### config.mk
export PLATFORM = sky130hd
export DESIGN_NAME = cal_alarm_match
export DESIGN_NICKNAME = d
export VERILOG_FILES = /design/src/rtl/cal_alarm_pkg.sv /design/src/rtl/alarm_field_bank.sv /design/src/rtl/alarm_compare.sv /design/src/rtl/alarm_irq_ctrl.sv /design/src/rtl/cal_alarm_match.sv
export SDC_FILE = /design/constraint.sdc
export NUM_CORES = 1
export LEC_CHECK = 0
export ABC_AREA = 0
export BUFFER_PORTS_ARGS = -buffer_cell sky130_fd_sc_hd__buf_2
export CELL_PAD_IN_SITES_DETAIL_PLACEMENT = 2
export CELL_PAD_IN_SITES_GLOBAL_PLACEMENT = 2
export CORE_MARGIN = 10
export CORE_UTILIZATION = 30
export CTS_BUF_LIST = sky130_fd_sc_hd__clkbuf_4
export DETAILED_ROUTE_END_ITERATION = 8
export GPL_ROUTABILITY_DRIVEN = 1
export HOLD_SLACK_MARGIN = 0.1
export PLACE_DENSITY = 0.74
export SLEW_MARGIN = 10
export SYNTH_ARGS = -nofsm -noshare
export SYNTH_HDL_FRONTEND = slang
export SYNTH_SLANG_ARGS = --single-unit
### constraint.sdc
create_clock -name clk_i -period 1.3 [get_ports clk_i]
set_input_delay 0.13 -clock clk_i [delete_from_list [all_inputs] [get_ports clk_i]]
set_output_delay 0.13 -clock clk_i [all_outputs]
set_load 0.02 [all_outputs]
### src/rtl/cal_alarm_pkg.sv
package cal_alarm_pkg;
  localparam int NF        = 7;
  localparam int RW        = 16;
  localparam int AW        = 4;
  localparam int MAXW      = 8;
  localparam int A_COMMIT  = 7;
  localparam int A_IE      = 8;
  localparam int A_ST      = 9;

  function automatic int fld_w(input int i);
    case (i)
      0: return 7;
      1: return 7;
      2: return 6;
      3: return 3;
      4: return 6;
      5: return 5;
      default: return 8;
    endcase
  endfunction

  function automatic int fld_ofs(input int i);
    int s = 0;
    for (int k = 0; k < i; k++) s += fld_w(k);
    return s;
  endfunction

  localparam int TOT = fld_ofs(NF);
endpackage

### src/rtl/alarm_field_bank.sv
module alarm_field_bank
  import cal_alarm_pkg::*;
(
  input  logic                 clk_i,
  input  logic                 rst_ni,
  input  logic [NF-1:0]        fld_we_i,
  input  logic                 wr_en_bit_i,
  input  logic [MAXW-1:0]      wr_val_i,
  input  logic                 commit_i,
  output logic [NF-1:0]        stg_en_o,
  output logic [TOT-1:0]       stg_val_o,
  output logic [NF-1:0]        act_en_o,
  output logic [TOT-1:0]       act_val_o
);
  for (genvar i = 0; i < NF; i++) begin : g_fld
    localparam int W = fld_w(i);
    localparam int O = fld_ofs(i);
    always_ff @(posedge clk_i or negedge rst_ni) begin
      if (!rst_ni) begin
        stg_en_o[i]      <= 1'b0;
        stg_val_o[O+:W]  <= '0;
      end else if (fld_we_i[i]) begin
        stg_en_o[i]      <= wr_en_bit_i;
        stg_val_o[O+:W]  <= wr_val_i[W-1:0];
      end
    end
  end

  // whole staged set moves in one edge
  always_ff @(posedge clk_i or negedge rst_ni) begin
    if (!rst_ni) begin
      act_en_o  <= '0;
      act_val_o <= '0;
    end else if (commit_i) begin
      act_en_o  <= stg_en_o;
      act_val_o <= stg_val_o;
    end
  end
endmodule

### src/rtl/alarm_compare.sv
module alarm_compare
  import cal_alarm_pkg::*;
(
  input  logic                 tick_i,
  input  logic [NF-1:0]        act_en_i,
  input  logic [TOT-1:0]       act_val_i,
  input  logic [TOT-1:0]       now_i,
  output logic                 hit_o
);
  logic [NF-1:0] fld_ok;

  for (genvar i = 0; i < NF; i++) begin : g_cmp
    localparam int W = fld_w(i);
    localparam int O = fld_ofs(i);
    assign fld_ok[i] = !act_en_i[i] || (act_val_i[O+:W] == now_i[O+:W]);
  end

  assign hit_o = tick_i && (|act_en_i) && (&fld_ok);
endmodule

### src/rtl/alarm_irq_ctrl.sv
module alarm_irq_ctrl (
  input  logic clk_i,
  input  logic rst_ni,
  input  logic ie_we_i,
  input  logic ie_val_i,
  input  logic st_clr_i,
  input  logic hit_i,
  output logic ie_o,
  output logic st_o,
  output logic irq_o
);
  always_ff @(posedge clk_i or negedge rst_ni) begin
    if (!rst_ni)      ie_o <= 1'b0;
    else if (ie_we_i) ie_o <= ie_val_i;
  end

  // set has priority over a same-edge clear
  always_ff @(posedge clk_i or negedge rst_ni) begin
    if (!rst_ni)       st_o <= 1'b0;
    else if (hit_i)    st_o <= 1'b1;
    else if (st_clr_i) st_o <= 1'b0;
  end

  assign irq_o = st_o & ie_o;
endmodule

### src/rtl/cal_alarm_match.sv
module cal_alarm_match
  import cal_alarm_pkg::*;
(
  input  logic          clk_i,
  input  logic          rst_ni,
  input  logic          reg_we_i,
  input  logic [AW-1:0] reg_addr_i,
  input  logic [RW-1:0] reg_wdata_i,
  output logic [RW-1:0] reg_rdata_o,
  input  logic          tick_i,
  input  logic [6:0]    now_sec_i,
  input  logic [6:0]    now_min_i,
  input  logic [5:0]    now_hour_i,
  input  logic [2:0]    now_wday_i,
  input  logic [5:0]    now_day_i,
  input  logic [4:0]    now_mon_i,
  input  logic [7:0]    now_year_i,
  output logic          irq_o
);
  logic [NF-1:0]  fld_we;
  logic           commit, ie_we, st_clr, hit, ie_q, st_q;
  logic [NF-1:0]  stg_en, act_en;
  logic [TOT-1:0] stg_val, act_val, now_vec;
  logic [RW-1:0]  fld_rd [NF];
  logic           wdata_unused;

  assign wdata_unused = ^reg_wdata_i[RW-2:MAXW];

  assign now_vec = {now_year_i, now_mon_i, now_day_i, now_wday_i,
                    now_hour_i, now_min_i, now_sec_i};

  for (genvar i = 0; i < NF; i++) begin : g_dec
    localparam int W = fld_w(i);
    localparam int O = fld_ofs(i);
    assign fld_we[i] = reg_we_i && (reg_addr_i == AW'(i));
    assign fld_rd[i] = {stg_en[i], (RW-1)'(stg_val[O+:W])};
  end

  assign commit = reg_we_i && (reg_addr_i == AW'(A_COMMIT)) && reg_wdata_i[RW-1];
  assign ie_we  = reg_we_i && (reg_addr_i == AW'(A_IE));
  assign st_clr = reg_we_i && (reg_addr_i == AW'(A_ST)) && reg_wdata_i[0];

  alarm_field_bank i_bank (
    .clk_i      (clk_i),
    .rst_ni     (rst_ni),
    .fld_we_i   (fld_we),
    .wr_en_bit_i(reg_wdata_i[RW-1]),
    .wr_val_i   (reg_wdata_i[MAXW-1:0]),
    .commit_i   (commit),
    .stg_en_o   (stg_en),
    .stg_val_o  (stg_val),
    .act_en_o   (act_en),
    .act_val_o  (act_val)
  );

  alarm_compare i_cmp (
    .tick_i   (tick_i),
    .act_en_i (act_en),
    .act_val_i(act_val),
    .now_i    (now_vec),
    .hit_o    (hit)
  );

  alarm_irq_ctrl i_irq (
    .clk_i   (clk_i),
    .rst_ni  (rst_ni),
    .ie_we_i (ie_we),
    .ie_val_i(reg_wdata_i[0]),
    .st_clr_i(st_clr),
    .hit_i   (hit),
    .ie_o    (ie_q),
    .st_o    (st_q),
    .irq_o   (irq_o)
  );

  always_comb begin
    reg_rdata_o = '0;
    for (int i = 0; i < NF; i++)
      if (reg_addr_i == AW'(i)) reg_rdata_o = fld_rd[i];
    if (reg_addr_i == AW'(A_IE)) reg_rdata_o = {{(RW-1){1'b0}}, ie_q};
    if (reg_addr_i == AW'(A_ST)) reg_rdata_o = {{(RW-1){1'b0}}, st_q};
  end
endmodule

==> results of run 1 <==
## logic make-up after synthesis
family / after synthesis / synth area share
muxes: 111 / 0.266
DFF: 100 / 0.517
xor gates and xnor gates: 42 / 0.0760
other: 1 / 0.000775
buffers and inverters: 24 / 0.0318
AOI/OAI and AO/OA: 36 / 0.0481
and+or+nand+nor: 49 / 0.0603
## worst paths after layout
| path | from | end | slack, ps | depth (start not counted) |
|---|---|---|---|---|
| max in group asynchronous | rst_ni | i_bank.act_val_o[3] | 180 | 4 |
| min | now_mon_i[2] | i_irq.st_o | 150 | 5 |
| min reg2reg | i_bank.act_val_o[39] | i_bank.act_val_o[39] | 530 | 1 |
| max | i_bank.stg_val_o[22] | reg_rdata_o[2] | -930 | 6 |
| min in group asynchronous | rst_ni | i_bank.stg_val_o[22] | 590 | 3 |
| max reg2reg | i_bank.act_en_o[2] | i_irq.st_o | -240 | 5 |
## registers in the layout, summed over array words and instances (netlist names)
signal / count
i_bank.act_val_o: 42
i_bank.stg_val_o: 42
i_bank.act_en_o: 7
i_bank.stg_en_o: 7
i_irq.ie_o: 1
i_irq.st_o: 1
## metal layers
| layer | wire length, um | up-vias | share of wire |
|---|---|---|---|
| met3 | 647 | 17 | 0.038 |
| met2 | 9010 | 68 | 0.52 |
| met4 | 248 | 0 | 0.014 |
| met5 | 0 | - | 0 |
| li1 | - | 1645 | - |
| met1 | 7340 | 1925 | 0.43 |
## report_power, final
part	total [mW]	internal, mW	switching, mW
logic	2.79	1.61	1.18
clock network	1.68	0.590	1.09
registers	4.33	3.76	0.571
total	8.80	5.97	2.84
## critical path: cells and delay by family (launching register included)
family,cells,cell delay [ps]
AO/OA/AOI/OAI,3,370
AND/OR/NAND/NOR,1,100
flip-flops,1,430
buffers and inverters,1,150
multiplexers,1,530
## area by class of cell
| type | instances | share of cell area |
|---|---|---|
| flip-flops and latches | 100 | 0.373 |
| multi-input cells | 245 | 0.357 |
| repair buffers | 176 | 0.208 |
| well taps | 216 | 0.0403 |
| clock buffers | 10 | 0.0112 |
| clock inverters | 6 | 0.00821 |
| inverters | 2 | 0.00149 |
| diodes | 1 | 0.000373 |
## cells in the final DEF, fill, tap and decap left out, types with 2 or more instances in the layout
master	count
dfrtp_1	100
buf_4	92
mux2_2	89
buf_2	52
xnor2_1	28
xor2_1	12
dlygate4sd3_1	12
nand4_1	11
mux2_1	10
clkbuf_4	10
buf_12	10
nor2_1	9
buf_6	9
mux2i_1	8
conb_1	7
nand2_1	6
a211oi_2	5
a21oi_2	4
mux4_2	4
nand3_2	3
o21ai_1	3
o21ai_0	3
nor2_4	3
nand2_2	3
and3_1	3
clkinv_1	3
nor4_4	2
and2_4	2
a31oi_1	2
o211ai_1	2
a22oi_2	2
o31ai_2	2
a21oi_1	2
o31ai_1	2
o41ai_2	2
nand3_1	2
xnor2_2	2
## repair_timing
action | 4_1_cts | 5_1_grt
cloned | 0 | 1
hold buffers | 12 | 0
setup endpoints to repair | 11 | 33
setup buffers | 12 | 7
pin swaps | 13 | 11
hold endpoints to repair | 143 | 0
gates resized for setup | 50 | 14
==> flow_summary.toml, run 1 <==
[status]
status = "finished with violations"
violations = "negative setup slack"

[sta]
max_freq_mhz = 449
setup_slack_ps = -925
clock_skew_ps = 15.9
fin_crit_ps = 2230
hold_viol_final = 0
hold_slack_ps = 147
final-setup-viol-count = 11
finalCritPeriodShare = 1.71
slew_violations = 0
rsz0062_at_grt = "true"
tns_ps = -5330

[worst_setup_path]
critPathKind = "register to primary output"
endpoint_kind = "primary output"
max_stage_delay_ps = 530
crit_slowest_cell = "mux4_2"
arrival_ps = 2100
critPathMaxFanout = 2
cp-start-kind = "register"
crit_chain = "mux4_2 -> nand2_1 -> a21o_1 -> o21bai_4 -> a22oi_2 -> buf_6"
required_ps = 1170

[synth]
synth_area_sq_um = 4840
yosysTopAreaCellShare = 0.517
synth-main-ff-cell = "dfrtp_1"
synthArstFlopShare = 1.00
yosys_warnings = 0
ys_seq_elements = 100
ys_top_cells_by_area = "dfrtp_1 (52%), mux2_2 (21%), xnor2_1 (5.4%)"
ys_seq_area_frac = 0.517
synth_cells = 363
yosysMostFrequentCell = "dfrtp_1"
synth_common_cells = "dfrtp_1 (100), mux2_2 (89), xnor2_1 (30), xor2_1 (12), nand4_1 (11)"
yosys.cell_types.count = 42
yosysTopAreaCell = "dfrtp_1"
synth-edff-count = 0
avgSynthCellArea_sq_um = 13.3

[floorplanning]
start_util = 0.306
io_pins = 83
die_h_um = 147
fp.coreArea_sq_um = 15800
dieArea_sq_um = 21600
std_cell_rows = 46
die_x_um = 147

[route]
drt_iter0_markers = 168
dr.pass1.iters = 4
via_count = 3655
route.detailed.drc = 0
vias_per_cell = 4.83
ant_nets = 0
wire_per_inst_um = 22.8
wirelength_um = 17300

[place]
postPlaceCellArea_sq_um = 6020
port_buffers = 68
gp_congestion = 0.818
placed_cells = 707
hpwl_um = 12600
place_ws_ps = -404

[global_routing]
grt_pass1_vias = 4293
grtUsageMet3 = 0.0289
grt_pass1_wl_um = 25700
grt_usage = 0.154
use_met2 = 0.270
grt_max_degree = 34
grt_use_met1 = 0.184
overflow = 0
grt.busiest_layer = "met2"
antenna_found_initial = 1

[layout]
fin_nets = 600
seq_area_sq_um = 2500
fill_cells = 1592
finish.cell_count_without_fillers = 756
fin_util = 0.424
final_area_sq_um = 6700
final_layout_size_suffix_gt1_frac = 0.573
multi_input_area_sq_um = 2390
area_growth_syn_to_layout_pct = 38.6

[cts]
cts_tree = "done"
path_clk_slew_ps = 160
htreeDepth = 3
cts_num_sinks = 100
clk_latency_ps = 500
cts_buffers = 9
root_buffer = "clkbuf_4"
clock_path_buffers = 2

[flow_run]
maxCapViolCount = 0

[power_and_ir_drop]
powerDensity_nw_per_um2 = 1310
p_total_mw = 8.80
power.leakage_nw = 3.08
ir_worst_vdd_uv = 488

[worst_hold_path]
hold_path.class = "primary input to register"
(Power assumes the default switching activity.)
==> run 2: changes to the inputs <==
Settings changed: BUFFER_PORTS_ARGS -buffer_cell sky130_fd_sc_hd__buf_2 to default, DONT_BUFFER_PORTS from default to 1, PLACE_DENSITY 0.74 to 0.65.
Clock period 1.3 ns to 2.1 ns, I/O delays scaled along.
==> run 2 against run 1 <==
The flow finishes with violations (negative hold slack, negative setup slack). Sequential share of layout area grew 8.2 points. Clock skew grew 8.6 ps. Die area is the same. Via count fell by 16%. Cell area is 18% lower. Combinational power shrank 63%. Hold slack worse by 740 ps. Flip-flop and latch count unchanged. Sequential power shrank 38%. Highest routed layer is now met5.
==> flow_summary.toml, run 2 (synthesis gave the netlist of run 1 again) <==
[layout]
fin_nets = 462
finish.cell_count_without_fillers = 619
layout_common_cells = "dfrtp_1 (100), mux2_2 (89), xnor2_1 (30)"
area_growth_syn_to_layout_pct = 13.7
final_layout_size_suffix_gt1_frac = 0.354
final_area_sq_um = 5500
reg_top3 = "i_bank.act_val_o (42), i_bank.stg_val_o (42)"
final_common_cell = "dfrtp_1"

[global_routing]
grt_pass1_vias = 3529
grt_usage = 0.132
antenna_found_initial = 3
grt_pass1_wl_um = 21900
overflow = 0
grt_max_degree = 101

[power_and_ir_drop]
powerDensity_nw_per_um2 = 879
p_clk_frac = 0.235
switching_share = 0.292
p_int_mw = 3.42
ir_worst_vdd_uv = 250
pwr-share-comb = 0.211
power_frac_seq = 0.553
power.leakage_nw = 2.36
switching_power_mw = 1.41

[floorplanning]
die_x_um = 147
dieArea_sq_um = 21600
std_cell_rows = 46
die_h_um = 147
fp.coreArea_sq_um = 15800
io_pins = 83
start_util = 0.306

[place]
postPlaceCellArea_sq_um = 5090
port_buffers = 0
hpwl_um = 10000
placed_cells = 576
place_ws_ps = 356
gp_congestion = 0.794

[cts]
cts_buffers = 9
clk_latency_ps = 470
cts_num_sinks = 100
cts_tree = "done"
htreeDepth = 3
cts_hold_buf = 15
clock_path_buffers = 2
path_clk_slew_ps = 160
root_buffer = "clkbuf_4"

[route]
wirelength_um = 13800
route.detailed.drc = 0
wire_per_inst_um = 22.3
ant_nets = 0
vias_per_cell = 4.94
via_count = 3055
dr.pass1.iters = 4
drt_iter0_markers = 110

[worst_setup_path]
reg2reg_slack_ps = 400
required_ps = 1890
endpoint_kind = "primary output"
reg2reg_depth = 6
rr_startpoint = "i_bank.act_val_o[9]"
critPathMaxFanout = 2
cp-start-kind = "register"
arrival_ps = 1990
timing.rr.end = "i_irq.st_o"
critPathKind = "register to primary output"

[worst_hold_path]
hold_path.class = "primary input to asynchronous set/reset pin"

[status]
violations = "negative hold slack, negative setup slack"
status = "finished with violations"

[flow_run]
maxCapViolCount = 0

[sta]
fin_crit_ps = 2200
worst_pin_slew_ps = 605
final-setup-viol-count = 3
rsz0062_at_grt = "true"
max_freq_mhz = 455
setup_slack_ps = -97.4
slew_violations = 0
relSlewSlack = 0.596
hold_slack_ps = -591
hold_viol_final = 100
finalCritPeriodShare = 1.05
clock_skew_ps = 24.6
tns_ps = -220
==> run 2: cell types whose count changed in the layout (fill, tap and decap cells not counted), sizes merged <==
cell | before | now
clkinv | 5 | 3
clkinvlp | 0 | 2
bufinv | 1 | 2
diode | 1 | 2
clkbuf | 11 | 9
buf | 163 | 23
dlygate4sd3 | 12 | 15
==> run 2: layout make-up <==
class | instances | area [sq um]
fillers | 1643 | 10300
flip-flops and latches | 100 | 2500
multi-input cells | 245 | 2230
repair buffers | 38 | 327
well taps | 216 | 270
clock inverters | 7 | 91.3
clock buffers | 9 | 67.6
inverters | 2 | 7.51
diodes | 2 | 5.00
==> run 2: repair_timing <==
| action | in CTS | in global routing |
|---|---|---|
| hold endpoints to repair | 151 | 100 |
| gates resized for setup | 5 | 3 |
| pin swaps | 5 | 2 |
| setup buffers | 8 | 2 |
| setup endpoints to repair | 3 | 3 |
==> run 2: through the flow <==
step / total power [mW] / util
3_5_place_dp: 3.64 / 0.321
3_3_place_gp: 3.56 / 0.321
6_report: 4.83 / 0.347
5_1_grt: 5.13 / 0.347
2_1_floorplan: 3.32 / -
4_1_cts: 4.89 / 0.345
==> run 2: worst max-delay path, cell delays in order (launching register included) <==
cell	delay (ps)
dfrtp_1	430
mux4_2	500
nand2_1	80
a21o_1	130
o21bai_1	100
a22oi_1	100
buf_4	170
==> run 2: routing by layer <==
layer | vias up | wire length, um | global-route usage | part of all wire
li1 | 1380 | - | - | -
met1 | 1592 | 5870 | 0.159 | 0.42
met2 | 62 | 7020 | 0.220 | 0.51
met3 | 19 | 650 | 0.0344 | 0.047
met4 | 2 | 267 | 0.0535 | 0.019
met5 | - | 13 | 0 | 0.00094
==> run 2: how the worst max path moves through the flow <==
stage	from	end	cells after the start
detailed placement	i_bank.stg_val_o[8]	reg_rdata_o[1]	6
CTS	i_bank.stg_val_o[9]	reg_rdata_o[2]	6
finish	i_bank.stg_val_o[9]	reg_rdata_o[2]	6
floorplan	reg_addr_i[0]	reg_rdata_o[0]	6
global placement	i_bank.stg_val_o[8]	reg_rdata_o[1]	6
global route	i_bank.stg_val_o[21]	reg_rdata_o[1]	6
==> run 2: power by group through the flow <==
stage / Clock, mW / Combinational (mW) / Sequential, mW
final: 1.14 / 1.02 / 2.67
after global routing: 1.27 / 1.13 / 2.74
after CTS: 1.18 / 1.02 / 2.68
after detailed placement: 0 / 0.900 / 2.74
after global placement: 0 / 0.862 / 2.70
after floorplan: 0 / 0.756 / 2.57
==> run 3: changes to the inputs <==
Settings changed: SETUP_SLACK_MARGIN from default to 0.4.
==> run 3 against run 2 <==
The run still ends with negative hold slack, negative setup slack left. Register-to-register slack improved by 140 ps. Non-clock buffer count is 25 higher. Utilization grew 1.4 points. Via count up 2.0%.
==> flow_summary.toml, run 3 (synthesis gave the netlist of run 1 again) <==
[status]
status = "finished with violations"
violations = "negative hold slack, negative setup slack"

[worst_setup_path]
cp-start-kind = "register"
path_buf_inv = 1
arrival_ps = 1960
rr_startpoint = "i_bank.act_val_o[9]"
crit_chain = "mux4_2 -> nand2_1 -> a21o_1 -> o21bai_1 -> a22oi_1 -> buf_4"
endpoint_kind = "primary output"
timing.rr.end = "i_irq.st_o"
crit_family = "multiplexers"
required_ps = 1890
critPathMaxFanout = 2
reg2reg_depth = 6
crit_slowest_cell = "mux4_2"
critPathKind = "register to primary output"
max_stage_delay_ps = 500
reg2reg_slack_ps = 540

[route]
wl_met3_um = 659
drt_iter0_markers = 156
ant_nets = 0
wirelength_um = 14000
wire_per_inst_um = 21.8
dr.pass1.iters = 4
routed.top_layer = "met4"
route.layer.met1.wl_um = 6180
wl_met2_um = 6980
route.detailed.drc = 0
vias_per_cell = 4.85
via_count = 3117

[cts]
clk_latency_ps = 450
cts_hold_buf = 17
htreeDepth = 3
cts_tree = "done"
cts_num_sinks = 100
path_clk_slew_ps = 160
clock_path_buffers = 2
root_buffer = "clkbuf_4"
cts_buffers = 9

[sta]
max_freq_mhz = 460
clock_skew_ps = 8.90
hold_slack_ps = -562
relSlewSlack = 0.575
tns_ps = -139
finalCritPeriodShare = 1.03
final-setup-viol-count = 2
hold_viol_final = 100
fin_crit_ps = 2170
worst_pin_slew_ps = 636
setup_slack_ps = -71.9
rsz0062_at_grt = "true"
slew_violations = 0

[layout]
final_layout_size_suffix_gt1_frac = 0.415
reg_top3 = "i_bank.act_val_o (42), i_bank.stg_val_o (42)"
fill_cells = 1657
layout_common_cells = "dfrtp_1 (99), mux2_2 (89), buf_4 (45)"
fin_nets = 487
area_growth_syn_to_layout_pct = 18.2
final_common_cell = "dfrtp_1"

[floorplanning]
start_util = 0.306
fp.coreArea_sq_um = 15800
io_pins = 83
dieArea_sq_um = 21600
die_x_um = 147
std_cell_rows = 46
die_h_um = 147

[place]
port_buffers = 0
hpwl_um = 9760
gp_congestion = 0.760

[global_routing]
overflow = 0
grt_usage = 0.129
grt_max_degree = 101
antenna_found_initial = 1
grt_pass1_vias = 3530
grt_pass1_wl_um = 21600

[power_and_ir_drop]
p_total_mw = 4.87
power.leakage_nw = 2.49
powerDensity_nw_per_um2 = 853
ir_worst_vdd_uv = 248

[worst_hold_path]
hold_path.class = "primary input to asynchronous set/reset pin"

[flow_run]
maxCapViolCount = 0
[run 3: cell count changes in the layout (fill, tap and decap cells not counted), moves of 3 or more]
cell,change
a211oi_1,-5
o21ai_1,+4
o21ai_0,-3
a211oi_2,+5
nor2_1,-3
buf_4,+23
nor2_2,+3
clkinv_2,+4
[run 3: routing by layer]
metal | track usage | vias up
li1 | - | 1419
met1 | 0.161 | 1637
met2 | 0.212 | 52
met3 | 0.0365 | 9
met4 | 0.0411 | 0
met5 | 0 | -
[run 3: cell type report]
class	count	area [sq um]	share of cell area
timing repair buffer	63	528	0.0924
inverter	2	7.51	0.00131
tap	216	270	0.0473
clock buffer	9	67.6	0.0118
clock inverter	7	57.6	0.0101
multi-input combinational	245	2280	0.399
antenna	1	2.50	0.000438
sequential	100	2500	0.438
[run 3: power by group]
part / switching, mW / internal [mW] / total, mW
Sequential: 0.307 / 2.33 / 2.64
Clock: 0.641 / 0.349 / 0.990
Combinational: 0.493 / 0.755 / 1.25
Total: 1.44 / 3.43 / 4.87
[run 3: worst register-to-register path, stage by stage (launching register included)]
cell and delay, ps:
dfrtp_2 470, xnor2_1 160, nand4_1 130, o41ai_2 230, buf_4 170, nand4_1 170, o21ai_1 170
[run 3: how the worst max path moves through the flow]
| stage | start | to | cells past startpoint |
|---|---|---|---|
| final | i_bank.stg_val_o[16] | reg_rdata_o[2] | 6 |
| after global routing | i_bank.stg_val_o[21] | reg_rdata_o[1] | 6 |
| after CTS | i_bank.stg_val_o[16] | reg_rdata_o[2] | 6 |
| after detailed placement | i_bank.stg_val_o[8] | reg_rdata_o[1] | 6 |
| after global placement | i_bank.stg_val_o[8] | reg_rdata_o[1] | 6 |
| after floorplan | reg_addr_i[0] | reg_rdata_o[1] | 6 |
[run 3: timing repair]
item | CTS | global route
endpoints found under the setup margin | 9 | 10
pin swaps | 11 | 10
gates resized for setup | 12 | 7
buffers inserted | 24 | 12
hold endpoints to repair | 151 | 100
gates cloned | 0 | 0
[run 3: stage by stage]
stage                     setup slack [ps]   util  instance area (sq um)  std cells
after floorplan                        407      -                   4870        369
after global placement                 390  0.322                   5090        573
after detailed placement               370  0.322                   5090        573
after CTS                             -109  0.354                   5600        630
after global routing                  -200  0.361                   5720        643
final                                -71.9  0.361                   5720        643
